===== src/rtl/rs485_autodir_uart.sv =====
module rs485_autodir_uart #(
  parameter int DIV_W  = 16,
  parameter int DATA_W = 8,
  parameter int OSR    = 16
) (
  input  logic              clk,
  input  logic              rst_n,
  input  logic [DIV_W-1:0]  baud_div,
  input  logic [DATA_W-1:0] tx_data,
  input  logic              tx_valid,
  output logic              tx_ready,
  output logic              txd,
  output logic              de,
  output logic              re_n,
  input  logic              rxd,
  output logic [DATA_W-1:0] rx_data,
  output logic              rx_valid,
  output logic              rx_ferr
);
  localparam int FRAME_BITS = DATA_W + 2;
  localparam int OS_W       = $clog2(OSR);
  localparam int BIT_W      = $clog2(FRAME_BITS);
  localparam int IDLE_TICKS = OSR * FRAME_BITS;
  localparam int IDLE_W     = $clog2(IDLE_TICKS + 1);
  localparam logic [OS_W-1:0]  OS_LAST  = OS_W'(OSR - 1);
  localparam logic [OS_W-1:0]  OS_MID   = OS_W'(OSR / 2 - 1);
  localparam logic [BIT_W-1:0] BIT_LAST = BIT_W'(FRAME_BITS - 1);
  localparam logic [IDLE_W-1:0] IDLE_MAX = IDLE_W'(IDLE_TICKS);

  logic [DIV_W-1:0] div_cnt;
  logic             tick;
  assign tick = (div_cnt >= baud_div);

  always_ff @(posedge clk)
    if (!rst_n) div_cnt <= '0;
    else        div_cnt <= tick ? '0 : div_cnt + 1'b1;

  logic [1:0] rx_sync;
  logic       rx_line;
  always_ff @(posedge clk)
    if (!rst_n) rx_sync <= 2'b11;
    else        rx_sync <= {rx_sync[0], rxd};
  assign rx_line = de ? 1'b1 : rx_sync[1];

  logic              rx_busy, rx_prev;
  logic [OS_W-1:0]   rx_os;
  logic [BIT_W-1:0]  rx_idx;
  logic [DATA_W-1:0] rx_sh;

  logic [IDLE_W-1:0] idle_cnt;
  logic              bus_idle;
  assign bus_idle = (idle_cnt == IDLE_MAX);

  always_ff @(posedge clk)
    if (!rst_n)                   idle_cnt <= '0;
    else if (de)                  idle_cnt <= IDLE_MAX;
    else if (!rx_line || rx_busy) idle_cnt <= '0;
    else if (tick && !bus_idle)   idle_cnt <= idle_cnt + 1'b1;

  always_ff @(posedge clk) begin
    if (!rst_n) begin
      rx_busy  <= 1'b0;
      rx_prev  <= 1'b1;
      rx_os    <= '0;
      rx_idx   <= '0;
      rx_sh    <= '0;
      rx_data  <= '0;
      rx_valid <= 1'b0;
      rx_ferr  <= 1'b0;
    end else begin
      rx_valid <= 1'b0;
      if (tick) begin
        rx_prev <= rx_line;
        if (!rx_busy) begin
          if (rx_prev && !rx_line) begin
            rx_busy <= 1'b1;
            rx_os   <= '0;
            rx_idx  <= '0;
          end
        end else begin
          rx_os <= (rx_os == OS_LAST) ? '0 : rx_os + 1'b1;
          if (rx_os == OS_LAST) rx_idx <= rx_idx + 1'b1;
          if (rx_os == OS_MID) begin
            if (rx_idx == '0) begin
              if (rx_line) rx_busy <= 1'b0;
            end else if (rx_idx == BIT_LAST) begin
              rx_busy  <= 1'b0;
              rx_valid <= 1'b1;
              rx_data  <= rx_sh;
              rx_ferr  <= !rx_line;
            end else begin
              rx_sh <= {rx_line, rx_sh[DATA_W-1:1]};
            end
          end
        end
      end
    end
  end

  logic                  hold_v;
  logic [DATA_W-1:0]     hold_d;
  logic [FRAME_BITS-1:0] tx_sh;
  logic [OS_W-1:0]       tx_os;
  logic [BIT_W-1:0]      tx_idx;
  logic                  accept, launch, tx_end, chain;

  assign tx_ready = !hold_v;
  assign accept   = tx_valid && !hold_v;
  assign launch   = !de && hold_v && bus_idle;
  assign tx_end   = de && tick && (tx_os == OS_LAST) && (tx_idx == BIT_LAST);
  assign chain    = tx_end && hold_v;

  always_ff @(posedge clk) begin
    if (!rst_n) begin
      hold_v <= 1'b0;
      hold_d <= '0;
      de     <= 1'b0;
      tx_sh  <= '1;
      tx_os  <= '0;
      tx_idx <= '0;
    end else begin
      if (accept) begin
        hold_v <= 1'b1;
        hold_d <= tx_data;
      end else if (launch || chain) begin
        hold_v <= 1'b0;
      end
      if (launch || chain) begin
        de     <= 1'b1;
        tx_sh  <= {1'b1, hold_d, 1'b0};
        tx_os  <= '0;
        tx_idx <= '0;
      end else if (tx_end) begin
        de <= 1'b0;
      end else if (de && tick) begin
        if (tx_os == OS_LAST) begin
          tx_os  <= '0;
          tx_idx <= tx_idx + 1'b1;
          tx_sh  <= {1'b1, tx_sh[FRAME_BITS-1:1]};
        end else begin
          tx_os <= tx_os + 1'b1;
        end
      end
    end
  end

  assign txd  = de ? tx_sh[0] : 1'b1;
  assign re_n = de;

  p_take_needs_idle_r2: assert property (@(posedge clk) disable iff (!rst_n)
    $rose(de) |-> $past(hold_v && bus_idle));
  p_start_low_r5: assert property (@(posedge clk) disable iff (!rst_n)
    $rose(de) |-> !txd);
  p_release_at_stop_r3: assert property (@(posedge clk) disable iff (!rst_n)
    $fell(de) |-> $past(tx_idx == BIT_LAST && !hold_v));
  p_slot_fills_r7: assert property (@(posedge clk) disable iff (!rst_n)
    (tx_valid && tx_ready) |=> !tx_ready);
  p_no_listen_r9: assert property (@(posedge clk) disable iff (!rst_n)
    de |-> !rx_busy);
  p_valid_pulse_r8: assert property (@(posedge clk) disable iff (!rst_n)
    rx_valid |=> !rx_valid);
endmodule


===== config.mk =====
export PLATFORM = sky130hd
export DESIGN_NAME = rs485_autodir_uart
export DESIGN_NICKNAME = d
export VERILOG_FILES = /design/src/rtl/rs485_autodir_uart.sv
export SDC_FILE = /design/constraint.sdc
export NUM_CORES = 1
export LEC_CHECK = 0
export BUFFER_PORTS_ARGS = -buffer_cell sky130_fd_sc_hd__buf_2
export CAP_MARGIN = 20
export CORE_MARGIN = 2
export CORE_UTILIZATION = 55
export DETAILED_ROUTE_END_ITERATION = 6
export PLACE_DENSITY = 0.72
export SLEW_MARGIN = 25
export SYNTH_ARGS = -nofsm -noshare
export SYNTH_HDL_FRONTEND = slang
export SYNTH_SLANG_ARGS = --single-unit
export TNS_END_PERCENT = 5

===== constraint.sdc =====
create_clock -name clk -period 5.6 [get_ports clk]
set_input_delay 0.56 -clock clk [delete_from_list [all_inputs] [get_ports clk]]
set_output_delay 0.56 -clock clk [all_outputs]
set_load 0.005 [all_outputs]

==> flow_summary.yaml, run 1 <==
clock_network:
  h-tree-depth: 3
  clk_latency_ps: 350
  clockBufferDepth: 2
  post_cts_resized: 0
  cts_tree: "yes"
  cts_sinks: 81
  cts_root_buf: "clkbuf_8"
  cts_inserted_buffers: 9
  cts_setup_buffers: 0
  clk_pin_slew_ps: 90
  hold_buffers: 0
critical_path:
  r2r_slack_ps: 2640
  ff2ff_path_depth: 8
  endpoint: "rx_data[7]"
  crit_fanout: 13
  worstPathRequired_ps: 5840
  reg2reg_to: "rx_data[7]"
  crit_arrival_ps: 3200
  cp-end-kind: "register"
  cp-start-kind: "register"
  reg2reg_from: "div_cnt[13]"
  critPathKind: "register to register"
  crit_start: "div_cnt[13]"
sta:
  min_period_ps: 2961
  setup_viol: 0
  fin_worst_skew_ps: 10.47
  slew_headroom_pct: 39.93
  fmax_ghz: 0.3377
  max_slew.worst_pin.slew_ps: 899.2
  tns_ps: 0
  finalHoldViolations: 0
  fin_crit_sh_pct: 52.87
  finalMaxSlewViolations: 0
  rsz0062_at_grt: "false"
die:
  die_x_um: 88.06
  initial_core_util_pct: 56.89
  die_y_um: 88.06
  core_area_um2: 6832
  rows: 30
  ios: 42
  dieArea_um2: 7755
synth:
  yosysMostFrequentCell: "dfxtp_1"
  syn_area_um2: 3886
  yosys_most_used_dff: "dfxtp_1"
  syn_inst: 439
  async_flop_share_pct: 0
  yosys.area.top_type_share_pct: 41.73
  synth_seq_area_share_pct: 41.73
  synth_common_cells: "dfxtp_1 (81), nor2_1 (69), mux2i_1 (31), inv_1 (27), ha_1 (26)"
  synth_area_leaders: "dfxtp_1 (42%), ha_1 (8.4%), mux2i_1 (8.0%)"
  syn_nets: 493
  synth_area_leader_cell: "dfxtp_1"
  syn_avg_cell_area_um2: 8.852
  ys_seq_elements: 81
  synth.distinct_cells: 47
  synth_edf_count: 0
  ys_warn_count: 0
global_route:
  grt.overflow.total: 0
  grt_start_max_net_pins: 28
  antenna_found_initial: 0
  grt_pass1_wl_um: 11940
  grt_use_total_pct: 19.22
  grt_pass1_vias: 2783
drt:
  vias_per_cell: 5.283
  drt_first_pass_iters: 4
  drt-initial-drc-count: 104
  routed_wl_um: 6945
  routed-via-count: 3043
  final_antenna_net_count: 0
  drc: 0
  wl_per_cell_um: 12.06
finish:
  num-fill-cells: 601
  utilization_pct: 63.30
  fin_nets: 529
  area_delta_synth_final_pct: 11.27
  diodes: 0
  drive_gt1_share_pct: 14.17
  stdcell_count: 576
min_path:
  hold_path.class: "register to register"
power_and_ir_drop:
  vdd_ir_drop_max_mv: 0.1244
  p_int_w: 0.0007793
  comb_power_share_pct: 4.5
  p_leak_nw: 1.892
  seq_power_share_pct: 56.9
  p_switching_w: 0.0002515
  clockPowerShare_pct: 38.6
  p_sw_share_pct: 24.40
  power_density_nw_per_um2: 238.4
placed_design:
  place.gp.congestion: 0.7795
  portBuffers: 41
  place_inst: 560
  dp.final_hpwl_um: 5050
job:
  maxCapViolCount: 0
run_status:
  status: "completed"
==> placed cells by master (no fill, tap or decap), types with 17 or more instances in the layout <==
cell,synthesis,routed
dfxtp_1,81,81
ha_1,26,26
xor2_1,20,20
inv_1,27,27
buf_2,5,41
nand2_1,25,25
a21oi_1,24,24
nand3_1,17,17
mux2i_1,31,31
nor2_1,69,69
==> state kept, by name (all words and copies together), names as in the netlist <==
register and cells:
rx_idx 4, rx_valid 1, hold_v 1, rx_data 8
rx_sync 2, idle_cnt 8, rx_prev 1, tx_sh 9
de 1, rx_os 4, rx_ferr 1, tx_idx 4
rx_sh 8, tx_os 4, div_cnt 16, rx_busy 1
hold_d 8
==> logic make-up (layout without fill, tap and decap cells) <==
family | count (synthesis) | after routing | share of synthesized area [%]
multiplexers | 31 | 31 | 7.985
XOR/XNOR | 24 | 24 | 5.409
buffers and inverters | 46 | 87 | 5.087
AND/OR/NAND/NOR | 173 | 173 | 22.57
flip-flops | 81 | 81 | 41.73
adder cells (fa/ha/maj) | 26 | 26 | 8.371
AO/OA/AOI/OAI | 58 | 58 | 8.854
==> per-layer routing <==
metal | GRT usage (%) | vias up | part of all wire, %
met1 | 24.00 | 1398 | 47
met5 | 0 | - | 0
li1 | - | 1573 | -
met3 | 3.676 | 10 | 4.1
met4 | 6.198 | 0 | 1.3
met2 | 33.47 | 62 | 48
==> power groups by stage <==
stage | Combinational, W | Clock, W | Sequential [W]
final | 0.0000467 | 0.000397 | 0.000587
after global routing | 0.0000536 | 0.000432 | 0.000588
after CTS | 0.0000478 | 0.000408 | 0.000587
after detailed placement | 0.0000476 | 0 | 0.000600
after global placement | 0.0000469 | 0 | 0.000600
after floorplan | 0.0000313 | 0 | 0.000599
==> worst max-delay path, cell delays in order, from the launching register on <==
cell and delay, ps:
dfxtp_1 360, ha_1 310, nand4_1 140, nor3_2 230
or4b_1 480, and4_4 270, nor4_4 730, mux2i_1 270
nor2_1 50
==> per-stage QoR <==
step	setup slack, ps	hold slack (ps)	power, W	cell area (um2)
finish	2639	410.4	0.001031	4324
CTS	2620	411.8	0.001042	4324
global placement	2397	398.8	0.0006470	4138
floorplan	2975	386.3	0.0006302	3886
detailed placement	2321	401.8	0.0006478	4138
global route	2447	410.5	0.001073	4324
==> how the worst min path moves through the flow <==
stage               start         end  depth (start not counted)
2_1_floorplan  rx_sync[0]  rx_sync[1]                          1
3_3_place_gp   rx_sync[0]  rx_sync[1]                          1
3_5_place_dp   rx_sync[0]  rx_sync[1]                          1
4_1_cts               rxd  rx_sync[0]                          2
5_1_grt               rxd  rx_sync[0]                          2
6_report       rx_sync[0]  rx_sync[1]                          1
==> cell type report <==
type / instances / area, um2 / area share [%]
Clock buffer: 10 / 137.6 / 3.183
Inverter: 27 / 101.3 / 2.344
Sequential cell: 81 / 1622 / 37.50
Tap cell: 96 / 120.1 / 2.778
Timing Repair Buffer: 44 / 227.7 / 5.266
Clock inverter: 6 / 48.80 / 1.128
Multi-Input combinational cell: 312 / 2067 / 47.80
Power figures use the tool's default switching activity.
==> run 2, diff against run 1 <==
ABC_AREA = 1   (was default)
CORE_UTILIZATION = 53   (was 55)
PLACE_DENSITY = 0.73   (was 0.72)
clock period = 2.7 ns   (was 5.6 ns; I/O delays follow)
==> run 2 against run 1 <==
Clock skew is 1.3 ps higher. Flip-flop and latch count unchanged. Sequential share of layout area down 1.8 points. Clock-buffer cell count down 1. Final cell count up 18%. Critical path depth grew 4. First-iteration DRC count is 24% higher. Core utilization down 1.3 points. Worst hold slack got worse by 290 ps. Critical endpoint is now tx_idx[0]. Highest routed layer unchanged.
==> flow_summary.yaml, run 2 <==
clock_network:
  clk_latency_ps: 350
  h-tree-depth: 3
  cts_tree: "yes"
  cts_setup_buffers: 0
  cts_inserted_buffers: 9
  cts_sinks: 81
  clk_pin_slew_ps: 80
  hold_buffers: 0
  post_cts_resized: 0
  cts_root_buf: "clkbuf_8"
  clockBufferDepth: 2
drt:
  wl_per_cell_um: 11.61
  routed_wl_um: 7892
  drc: 0
  drt-initial-drc-count: 129
  vias_per_cell: 5.103
  drt_first_pass_iters: 4
  routed-via-count: 3470
  final_antenna_net_count: 0
synth:
  async_flop_share_pct: 0
  syn_nets: 590
  synth_area_leader_cell: "dfxtp_1"
  syn_area_um2: 4036
  synth_seq_area_share_pct: 40.17
  syn_inst: 536
  syn_avg_cell_area_um2: 7.531
  ys_warn_count: 0
  synth_edf_count: 0
  ys_seq_elements: 81
  synth_area_leaders: "dfxtp_1 (40%), ha_1 (8.1%), nand2_1 (7.8%)"
  yosys_most_used_dff: "dfxtp_1"
  synth.distinct_cells: 39
  synth_common_cells: "nand2_1 (84), dfxtp_1 (81), nor2_1 (72), inv_1 (65), o21ai_0 (37)"
  yosys.area.top_type_share_pct: 40.17
  yosysMostFrequentCell: "nand2_1"
sta:
  tns_ps: 0
  fmax_ghz: 0.4561
  fin_crit_sh_pct: 81.20
  setup_viol: 0
  max_slew.worst_pin.slew_ps: 455.6
  finalMaxSlewViolations: 0
  slew_headroom_pct: 69.59
  min_period_ps: 2193
  finalHoldViolations: 0
  fin_worst_skew_ps: 11.73
  rsz0062_at_grt: "false"
placed_design:
  dp.final_hpwl_um: 5853
  place.gp.congestion: 0.8501
  portBuffers: 41
critical_path:
  cp-start-kind: "register"
  r2r_slack_ps: 510
  worstPathRequired_ps: 2980
  cp-end-kind: "register"
  reg2reg_from: "div_cnt[3]"
  critPathKind: "register to register"
  reg2reg_to: "tx_idx[0]"
  crit_fanout: 17
  ff2ff_path_depth: 12
  crit_arrival_ps: 2480
  crit_start: "div_cnt[3]"
finish:
  layout_common_cells: "nand2_1 (84), dfxtp_1 (81), nor2_1 (72)"
  top_register: "div_cnt"
  area_delta_synth_final_pct: 12.65
  top_regs: "div_cnt: 16 flops, tx_sh: 9 flops"
  layout_commonest_cell: "nand2_1"
  diodes: 0
  largest_register_ff_count: 16
  fin_nets: 630
  drive_gt1_share_pct: 14.63
min_path:
  hold_path.class: "input pin to register"
  worstHoldEndpoint: "rx_sync[0]"
  hold_depth: 2
  hp-start: "rxd"
power_and_ir_drop:
  p_leak_nw: 2.056
  clockPowerShare_pct: 44.9
  p_switching_w: 0.0005365
  p_total_w: 0.002415
  power_density_nw_per_um2: 531.0
  comb_power_share_pct: 4.6
  vdd_ir_drop_max_mv: 0.3833
  seq_power_share_pct: 50.5
  p_int_w: 0.001878
  p_sw_share_pct: 22.22
global_route:
  grt_start_max_net_pins: 39
  grt_use_total_pct: 20.47
  antenna_found_initial: 0
  grt_pass1_vias: 3328
  grt.overflow.total: 0
  grt_pass1_wl_um: 14220
job:
  maxCapViolCount: 0
die:
  rows: 31
  core_area_um2: 7331
  ios: 42
  initial_core_util_pct: 55.06
  die_y_um: 91.27
  die_x_um: 91.27
  dieArea_um2: 8330
run_status:
  status: "completed"
==> run 2: cell count changes after synthesis, sizes merged, moves of 10 or more <==
cell,change
inv,+40
mux2i,-31
nand3,+21
o21ai,+26
xor2,-10
a21oi,+14
nand2,+65
nand2b,-10
==> run 2: worst max-delay path by stage <==
| stage | end |
|---|---|
| after floorplan | tx_sh[6] |
| after global placement | tx_idx[0] |
| after detailed placement | idle_cnt[3] |
| after CTS | idle_cnt[4] |
| after global routing | idle_cnt[4] |
| final | tx_idx[0] |
==> run 2: through the flow <==
stage	instance area [um2]	std cells	utilization (%)	setup slack (ps)	hold slack, ps
2_1_floorplan	4036	536	-	924.8	376.6
3_3_place_gp	4297	664	58.61	572.2	405.9
3_5_place_dp	4297	664	58.61	487.1	403.4
4_1_cts	4547	680	62.02	502.3	114.5
5_1_grt	4547	680	62.02	210.9	108.1
6_report	4547	680	62.02	507.5	125.1
==> run 2: logic make-up after synthesis <==
group / count (synthesis) / share of synthesized area, %
simple gates: 249 / 29.20
xor+xnor: 11 / 2.387
compound gates: 89 / 12.06
buf+inv: 80 / 8.121
fa+ha+maj: 26 / 8.059
flops: 81 / 40.17
==> run 2: worst max-delay path, cell delays in order, from the launching register on <==
cell and delay, ps:
dfxtp_1 350, ha_1 310, nand2_1 70, nor2_1 120, nor2_1 50, nand2_1 50
nand2_1 50, nand2_2 80, nand2_4 70, nand2_4 180, nand4_2 350, or2_0 340
a21oi_1 110
==> run 2: layer usage <==
layer  vias to the layer above  global-route usage [%]  share of wire, %
li1                       1835                       -                 -
met1                      1570                   23.76                46
met2                        56                   37.35                50
met3                         9                   4.066               3.4
met4                         0                   6.944               1.2
met5                         -                       0                 0
==> run 2: layout make-up <==
cell class                 instances  area [um2]
fill                             675        2784
clock inverter                     7       126.4
multi-input combinational        375        2087
inverter                          67       251.5
sequential                        81        1622
timing repair buffer              42       212.7
tap                               99       123.9
clock buffer                       9       123.9
==> run 2: power groups by stage <==
stage               Combinational (W)  Sequential (W)  Clock, W
global placement             0.000108         0.00125         0
floorplan                   0.0000745         0.00124         0
finish                       0.000112         0.00122   0.00108
detailed placement           0.000113         0.00125         0
global route                 0.000132         0.00122   0.00116
CTS                          0.000113         0.00122   0.00111
